## src/rtl/pwake_pkg.sv

```systemverilog
package pwake_pkg;
  localparam int FLAG_W    = 2;
  localparam int FLAG_WAKE = 0;
  localparam int FLAG_KICK = 1;
  typedef logic [FLAG_W-1:0] flag_vec_t;
endpackage

```

## src/rtl/pwake_kick_filter.sv

```systemverilog
module pwake_kick_filter #(
  parameter int KICK_SAMPLES = 2
) (
  input  logic clk,
  input  logic rst_n,
  input  logic tick_i,
  input  logic kick_n_i,
  output logic hit_o
);
  localparam int RW = $clog2(KICK_SAMPLES + 1);
  localparam logic [RW-1:0] RUN_MAX  = RW'(KICK_SAMPLES);
  localparam logic [RW-1:0] RUN_LAST = RW'(KICK_SAMPLES - 1);

  logic [RW-1:0] run_q, run_d;
  logic          run_en;

  assign run_en = tick_i;

  always_comb begin
    run_d = run_q;
    if (kick_n_i)
      run_d = '0;
    else if (run_q != RUN_MAX)
      run_d = run_q + RW'(1);
  end

  always_ff @(posedge clk or negedge rst_n) begin
    if (!rst_n)
      run_q <= '0;
    else if (run_en)
      run_q <= run_d;
  end

  assign hit_o = tick_i && !kick_n_i && (run_q == RUN_LAST);

  assert_run_bound_R3: assert property (@(posedge clk) disable iff (!rst_n)
    run_q <= RUN_MAX);
  assert_single_hit_R3: assert property (@(posedge clk) disable iff (!rst_n)
    hit_o |=> !hit_o);
endmodule

```

## src/rtl/pwake_flag_bank.sv

```systemverilog
module pwake_flag_bank
  import pwake_pkg::*;
(
  input  logic      clk,
  input  logic      rst_n,
  input  flag_vec_t set_i,
  input  logic      wr_i,
  input  flag_vec_t wdata_i,
  output flag_vec_t flags_o,
  output flag_vec_t flags_nxt_o
);
  flag_vec_t flags_q;

  for (genvar b = 0; b < FLAG_W; b++) begin : g_flag
    logic nxt;
    always_comb begin
      nxt = flags_q[b];
      if (wr_i && !wdata_i[b])
        nxt = 1'b0;
      if (set_i[b])
        nxt = 1'b1;
    end

    always_ff @(posedge clk or negedge rst_n) begin
      if (!rst_n)
        flags_q[b] <= 1'b0;
      else
        flags_q[b] <= nxt;
    end

    assign flags_nxt_o[b] = nxt;

    assert_set_wins_R4: assert property (@(posedge clk) disable iff (!rst_n)
      set_i[b] |=> flags_o[b]);
    assert_zero_clears_R4: assert property (@(posedge clk) disable iff (!rst_n)
      (wr_i && !wdata_i[b] && !set_i[b]) |=> !flags_o[b]);
    assert_one_ignored_R4: assert property (@(posedge clk) disable iff (!rst_n)
      (wr_i && wdata_i[b] && !set_i[b] && !flags_o[b]) |=> !flags_o[b]);
  end

  assign flags_o = flags_q;
endmodule

```

## src/rtl/pwake_timeout.sv

```systemverilog
module pwake_timeout #(
  parameter int LIMIT = 16
) (
  input  logic clk,
  input  logic rst_n,
  input  logic tick_i,
  input  logic arm_i,
  input  logic run_i,
  output logic expired_o,
  output logic expired_nxt_o
);
  localparam int CW = $clog2(LIMIT + 1);
  localparam logic [CW-1:0] CNT_LAST = CW'(LIMIT - 1);

  logic [CW-1:0] cnt_q, cnt_d;
  logic          exp_q, exp_d;
  logic          last_tick;

  assign last_tick = run_i && tick_i && (cnt_q == CNT_LAST);

  always_comb begin
    cnt_d = cnt_q;
    exp_d = exp_q;
    if (arm_i) begin
      cnt_d = '0;
      exp_d = 1'b0;
    end else if (!run_i) begin
      cnt_d = '0;
    end else if (tick_i) begin
      if (last_tick) begin
        cnt_d = '0;
        exp_d = 1'b1;
      end else begin
        cnt_d = cnt_q + CW'(1);
      end
    end
  end

  always_ff @(posedge clk or negedge rst_n) begin
    if (!rst_n) begin
      cnt_q <= '0;
      exp_q <= 1'b0;
    end else begin
      cnt_q <= cnt_d;
      exp_q <= exp_d;
    end
  end

  assign expired_o     = exp_q;
  assign expired_nxt_o = exp_d;

  assert_cnt_bound_R6: assert property (@(posedge clk) disable iff (!rst_n)
    cnt_q <= CNT_LAST);
  assert_idle_count_R6: assert property (@(posedge clk) disable iff (!rst_n)
    !run_i |=> cnt_q == '0);
endmodule

```

## src/rtl/pwake_ctrl.sv

```systemverilog
module pwake_ctrl
  import pwake_pkg::*;
#(
  parameter int TICK_HZ      = 8,
  parameter int TIMEOUT_SEC  = 2,
  parameter int KICK_SAMPLES = 2
) (
  input  logic       clk,
  input  logic       rst_n,
  input  logic       tick,
  input  logic       alarm_hit,
  input  logic       kick_n,
  input  logic       pwr_fail,
  input  logic       wake_en,
  input  logic       kick_en,
  input  logic       pf_keep,
  input  logic       sw_wr,
  input  logic [1:0] sw_wdata,
  output logic       pwr_low_en,
  output logic       pwr_oe,
  output logic       wake_flag,
  output logic       kick_flag
);
  localparam int TOUT_TICKS = TICK_HZ * TIMEOUT_SEC;

  logic      kick_hit;
  logic      any_evt;
  flag_vec_t evt_set;
  flag_vec_t flags_q, flags_nxt;
  logic      expired_q, expired_nxt;
  logic      low_q, low_d;
  logic      oe_q, oe_d;

  pwake_kick_filter #(.KICK_SAMPLES(KICK_SAMPLES)) u_kick (
    .clk      (clk),
    .rst_n    (rst_n),
    .tick_i   (tick),
    .kick_n_i (kick_n),
    .hit_o    (kick_hit)
  );

  always_comb begin
    evt_set            = '0;
    evt_set[FLAG_WAKE] = alarm_hit && wake_en;
    evt_set[FLAG_KICK] = kick_hit && kick_en;
  end

  assign any_evt = |evt_set;

  pwake_flag_bank u_flags (
    .clk         (clk),
    .rst_n       (rst_n),
    .set_i       (evt_set),
    .wr_i        (sw_wr),
    .wdata_i     (sw_wdata),
    .flags_o     (flags_q),
    .flags_nxt_o (flags_nxt)
  );

  pwake_timeout #(.LIMIT(TOUT_TICKS)) u_tout (
    .clk           (clk),
    .rst_n         (rst_n),
    .tick_i        (tick),
    .arm_i         (any_evt),
    .run_i         (low_q && pwr_fail),
    .expired_o     (expired_q),
    .expired_nxt_o (expired_nxt)
  );

  always_comb begin
    low_d = (|flags_nxt) && !expired_nxt;
    oe_d  = low_d || !pwr_fail || pf_keep;
  end

  always_ff @(posedge clk or negedge rst_n) begin
    if (!rst_n) begin
      low_q <= 1'b0;
      oe_q  <= 1'b0;
    end else begin
      low_q <= low_d;
      oe_q  <= oe_d;
    end
  end

  assign pwr_low_en = low_q;
  assign pwr_oe     = oe_q;
  assign wake_flag  = flags_q[FLAG_WAKE];
  assign kick_flag  = flags_q[FLAG_KICK];

  assert_alarm_drives_R2: assert property (@(posedge clk) disable iff (!rst_n)
    (alarm_hit && wake_en) |=> (pwr_low_en && pwr_oe && wake_flag));
  assert_kick_drives_R8: assert property (@(posedge clk) disable iff (!rst_n)
    (kick_hit && kick_en) |=> (pwr_low_en && pwr_oe && kick_flag));
  assert_float_select_R7: assert property (@(posedge clk) disable iff (!rst_n)
    (pwr_oe && !pwr_low_en) |-> $past(!pwr_fail || pf_keep));
  assert_release_needs_cause_R5: assert property (@(posedge clk) disable iff (!rst_n)
    $fell(pwr_low_en) |-> (!wake_flag && !kick_flag) || expired_q);
  assert_no_flag_no_drive_R5: assert property (@(posedge clk) disable iff (!rst_n)
    (!wake_flag && !kick_flag) |-> !pwr_low_en);
endmodule

```

## config.mk

```make
export PLATFORM = sky130hd
export DESIGN_NAME = pwake_ctrl
export DESIGN_NICKNAME = d
export VERILOG_FILES = /design/src/rtl/pwake_pkg.sv /design/src/rtl/pwake_kick_filter.sv /design/src/rtl/pwake_flag_bank.sv /design/src/rtl/pwake_timeout.sv /design/src/rtl/pwake_ctrl.sv
export SDC_FILE = /design/constraint.sdc
export NUM_CORES = 1
export LEC_CHECK = 0
export BUFFER_PORTS_ARGS = -buffer_cell sky130_fd_sc_hd__buf_2
export CAP_MARGIN = 20
export CORE_MARGIN = 2
export CORE_UTILIZATION = 42
export DETAILED_ROUTE_END_ITERATION = 10
export MAX_ROUTING_LAYER = met4
export PLACE_DENSITY = 0.7
export SYNTH_ARGS = -nofsm -noshare
export SYNTH_HDL_FRONTEND = slang
export SYNTH_SLANG_ARGS = --single-unit
```

## constraint.sdc

```tcl
create_clock -name clk -period 2.54 [get_ports clk]
set_input_delay 0.127 -clock clk [delete_from_list [all_inputs] [get_ports clk]]
set_output_delay 0.127 -clock clk [all_outputs]
set_load 0.02 [all_outputs]
```

After elaboration in Yosys (flattened, before gate mapping)
Index checks and enable logic that the tools add are counted.
Operators by class
  $add $sub $neg: 2
  eq/ne operators: 4
  mux-type cells: 14
  reduce and logical (&&, ||, !) cells: 21
Operators with widths (count)
  2-to-1 mux 5 bit: 4
  logical AND 1 bit: 10
  2-to-1 mux 1 bit: 8
  adder 5 x 1 -> 5 bit (second input constant): 1
  equality test 5 x 4 -> 1 bit (second input constant): 1
  zero test 1 bit: 5
  2-to-1 mux 2 bit: 2
  OR reduction 2 bit: 2
  != test 3 bit (second input constant): 1
  adder 2 x 1 -> 2 bit (second input constant): 1
  equality test 2 x 1 -> 1 bit (second input constant): 1
  logical OR 1 bit: 2
  != test 2 bit (second input constant): 1
  AND reduction 2 bit: 1
  nonzero test 2 bit: 1
Word-level totals
  register bits after elaboration: 12
  input bits: 12
  output and inout port bits: 4
  word-level logic and storage cells: 48

Longest topological paths before layout
  depth in word-level cells: 11
  depth in mapped cells: 6
  mapped depth without buffers: 6

Hierarchy
From an unflattened synthesis, not the netlist that was laid out.
Unflattened totals
  cell total of the unflattened synthesis: 59
  area total of the unflattened synthesis: 619.3 um2
By module, submodules not included
  pwake_timeout: instances 1, cells an instance 27, area each 282.8 um2, sequential area each 150.1 um2
  pwake_kick_filter: instances 1, cells an instance 14, area each 147.6 um2, sequential area each 50.0 um2
  pwake_ctrl: instances 1, cells an instance 10, area each 96.3 um2, sequential area each 50.0 um2
  pwake_flag_bank: instances 1, cells an instance 8, area each 92.6 um2, sequential area each 50.0 um2

Worst setup path before layout
OpenSTA, ideal clock, no wires.
  kind: register to register
  start: reg u_tout.cnt_q[0]
  end: reg oe_q, in the netlist pwr_oe
  setup time: 74 ps
  arrival time: 1167 ps
  data required time: 2466 ps
  path slack: 1299 ps
  cell stages (with the launch flop): 6
  path buffers: 0
  period minus slack after synthesis: 1241 ps
  path through: dfrtp_1 -> ha_1 -> and4b_4 -> a41oi_4 -> nor2_4 -> o21ai_2
Between the ends
  cells in the longest elaborated chain, start to end: 10
Ends and longest elaborated chain
  from (decl): RTL line pwake_timeout.sv:15  | logic [CW-1:0] cnt_q, cnt_d;
  from (signal assigned): RTL line pwake_timeout.sv:44  | cnt_q <= cnt_d;
  equality test 5 x 4 -> 1 bit: RTL line pwake_timeout.sv:19  | assign last_tick = run_i && tick_i && (cnt_q == CNT_LAST);
  logical AND 1 bit: RTL line pwake_timeout.sv:19
  2-to-1 mux 1 bit: RTL line pwake_timeout.sv:30  | if (last_tick) begin
  2-to-1 mux 1 bit: RTL line pwake_timeout.sv:29  | end else if (tick_i) begin
  2-to-1 mux 1 bit: RTL line pwake_timeout.sv:27  | end else if (!run_i) begin
  2-to-1 mux 1 bit: RTL line pwake_timeout.sv:24  | if (arm_i) begin
  net expired_nxt: RTL line pwake_ctrl.sv:30  | logic expired_q, expired_nxt;
  zero test 1 bit: RTL line pwake_ctrl.sv:71  | low_d = (|flags_nxt) && !expired_nxt;
  logical AND 1 bit: RTL line pwake_ctrl.sv:71
  logical OR 1 bit (2 in a row): RTL line pwake_ctrl.sv:72  | oe_d = low_d || !pwr_fail || pf_keep;
  net oe_d: RTL line pwake_ctrl.sv:32  | logic oe_q, oe_d;
  to (signal assigned): RTL line pwake_ctrl.sv:78  | oe_q <= 1'b0;
  to (signal assigned): RTL line pwake_ctrl.sv:81  | oe_q <= oe_d;
  to (decl): RTL line pwake_ctrl.sv:32
The timed path passes the listed nets, and every way through them passes these cells.
A chain may end at the register's enable or synchronous reset.

Worst setup path after layout
  start: reg u_tout.cnt_q[0]
  end: reg u_tout.cnt_q[3]
Between the ends
  cells in the longest elaborated chain, start to end: 6
  elaborated cells between the ends (all ways): 7
  those cells by class: add/sub: 1; eq/ne: 1; mux: 4; reduce/logical: 1
Ends and longest elaborated chain (RTL line)
  branches (longest 2 deep; another with adder 5 x 1 -> 5 bit)
  2-to-1 mux 5 bit (*): pwake_timeout.sv:30
  2-to-1 mux 5 bit (*): pwake_timeout.sv:29
  2-to-1 mux 5 bit (*): pwake_timeout.sv:27
  2-to-1 mux 5 bit (*): pwake_timeout.sv:24
Mark *: on every way between the ends. The select of a mux whose other input is x is not followed.

==> impl_metrics.json <==
{
  "outcome": "completed",
  "portBuffers": 15,
  "gp_congestion": 0.7035,
  "drt_wl_total_mm": 1.082,
  "tritoncts": "yes",
  "layout_setup_ws_ps": 1235,
  "min_path_type": "primary input to register",
  "rsz0062_at_grt": "no",
  "rrSetupSlack_ps": 1230,
  "ctsHtreeMaxLevel": 1,
  "drt_iter0_drc": 5,
  "nNetsFinal": 94,
  "setup_viol": 0,
  "clkTransAtPathRegs_ps": 80,
  "crit_type": "register to register",
  "critPathLaunch": "u_tout.cnt_q[0]",
  "min_path_cells": 3,
  "cts_sinks": 12,
  "ir_worst_vdd_mv": 0.3390,
  "grt_overflow_total": 0,
  "ys_warn_count": 0,
  "clkLatencyLatePin_ps": 270,
  "vias_per_cell": 4.989,
  "r2r_cells": 5,
  "diodes": 0,
  "synth.distinct_cells": 23,
  "critPathCaptureType": "register",
  "die_y_um": 42.36,
  "ios": 16,
  "drc": 0,
  "layout.area.seq_um2": 300.3,
  "dp_slack_ps": 1243,
  "synth-xor-area-share_pct": 1.417,
  "rr_startpoint": "u_tout.cnt_q[0]",
  "synth_mux_area_share_pct": 1.619,
  "whs_ps": 48.66,
  "grt_pass1_vias": 433,
  "initial_core_util_pct": 46.34,
  "die_w_um": 42.36,
  "syn2layout_area_growth_pct": 21.46,
  "finalPower_mw": 0.5089,
  "r2r_end": "u_tout.cnt_q[3]",
  "max_freq_mhz": 766.2,
  "period_share_pct": 51.39,
  "fin_util_pct": 56.29,
  "layout_common_cells": "15 x buf_2, 12 x dfrtp_1, 9 x nor2_1",
  "tightestPinTransition_ps": 271.7,
  "syn_nets": 74,
  "cts_root_buf": "clkbuf_4",
  "drtAntennaViolNets": 0,
  "avgSynthCellArea_um2": 10.48,
  "cap_violations": 0,
  "fin_crit_ps": 1305,
  "antenna_found_initial": 0,
  "cts_made_buffers": 3,
  "vias": 464,
  "cp-start-kind": "register",
  "synthAdderAreaFrac_pct": 6.073,
  "post_cts_buffers": 0,
  "drive_gt1_share_pct": 32.05,
  "final_common_cell": "buf_2",
  "crit_arrival_ps": 1510,
  "firstDrtPassIters": 3,
  "synth_compound_area_share_pct": 14.78,
  "slowest_stage": "dfrtp_1",
  "slew_viol_final": 0,
  "synth_simple_gate_area_share_pct": 23.89,
  "crit_path_max_incr_delay_ps": 410,
  "n_fill_cell": 126,
  "rows": 13,
  "grt_max_degree": 13,
  "power_density_nw_per_um2": 677.9,
  "grt_usage_pct": 15.04,
  "cts-hold-fix-buffers": 1,
  "cp.required_ps": 2740,
  "relSlewSlack_pct": 81.89,
  "place_hpwl_um": 861,
  "p_leak_nw": 0.3604,
  "synth_top_family_by_area": "simple AND/OR/NAND/NOR gates",
  "whs_endpoint": "pwr_oe",
  "synth-seq-area-share_pct": 48.58,
  "cts-resized-gates": 0,
  "grt_pass1_wl_mm": 1.911,
  "die-area_um2": 1794,
  "ys_ff_latch": 12,
  "routedWlPerCell_um": 11.63,
  "hold_viol": 0,
  "coreArea_um2": 1334,
  "tns_ps": 0,
  "clock_path_buffers": 2,
  "worst_clock_skew_ps": 6.991,
  "min_from": "pf_keep",
  "cp_cell_sequence": "ha_1 > and4b_4 > o21ai_0 > a22oi_1 > nor2_1",
  "syn_area_um2": 618.1,
  "crit_fanout": 4,
  "multi_input_area_um2": 295.3,
  "syn_inst": 59
}
-- metal layers --
metal | share of wire [%] | up-vias | GRT usage [%]
met1 | 47 | 207 | 17.98
met5 | 0 | - | -
li1 | - | 239 | -
met3 | 5.5 | 4 | 5.172
met4 | 1.8 | 0 | 7.500
met2 | 46 | 14 | 22.46
-- how the worst max path moves through the flow --
stage | to | slack (ps) | depth (start not counted)
2_1_floorplan | pwr_oe | 1300 | 5
3_3_place_gp | pwr_oe | 1280 | 5
6_report | u_tout.cnt_q[3] | 1230 | 5
4_1_cts | pwr_oe | 1230 | 5
3_5_place_dp | u_tout.cnt_q[3] | 1240 | 5
5_1_grt | u_tout.cnt_q[3] | 1090 | 5
-- critical path, delay by kind of cell, from the launching register on --
kind	cells	cell delay (ps)
flops	1	410
compound gates	2	320
simple gates	2	300
fa+ha+maj	1	220
-- sequential cells by signal, indices dropped and copies added (netlist names) --
register and cells:
u_tout.cnt_q 5, pwr_oe 1, pwr_low_en 1, u_flags.flags_o 2, u_tout.expired_o 1, u_kick.run_q 2
-- cell type report --
cell class                      instances  share of cell area [%]
Sequential cell                        12                   40.00
Multi-Input combinational cell         42                   39.33
Timing Repair Buffer                   16                   11.33
Clock buffer                            4                   4.833
Tap cell                               15                   2.500
Inverter                                4                   2.000
-- cell families after synthesis --
logic type	after synthesis
mux	1
buf+inv	5
compound gates	12
xor+xnor	1
simple gates	25
flops	12
fa+ha+maj	3
-- power by group --
part | total [mW] | switching (mW) | internal, mW
sequential | 0.236 | 0.0206 | 0.215
clock | 0.151 | 0.0641 | 0.0870
combinational | 0.122 | 0.0706 | 0.0512
-- metrics by stage --
step	cells	instance area (um2)
global route	93	750.7
CTS	93	750.7
finish	93	750.7
detailed placement	88	704.4
floorplan	59	618.1
global placement	88	704.4
-- Yosys cell counts (all sizes together) --
master / number / area [um2]
a21oi: 3 / 15.01
a22oi: 1 / 7.510
a41oi: 1 / 27.53
and3: 1 / 7.510
and4b: 1 / 13.76
buf: 1 / 7.510
dfrtp: 12 / 300.3
ha: 3 / 37.54
inv: 4 / 15.01
mux2i: 1 / 10.01
nand2: 4 / 15.01
nand2b: 2 / 12.51
nand3b: 1 / 7.510
nand4: 1 / 6.260
nand4b: 1 / 15.01
nor2: 10 / 45.04
nor2b: 4 / 25.02
o21ai: 5 / 28.77
o22ai: 2 / 12.51
xor2: 1 / 8.760
(Power assumes the default switching activity.)
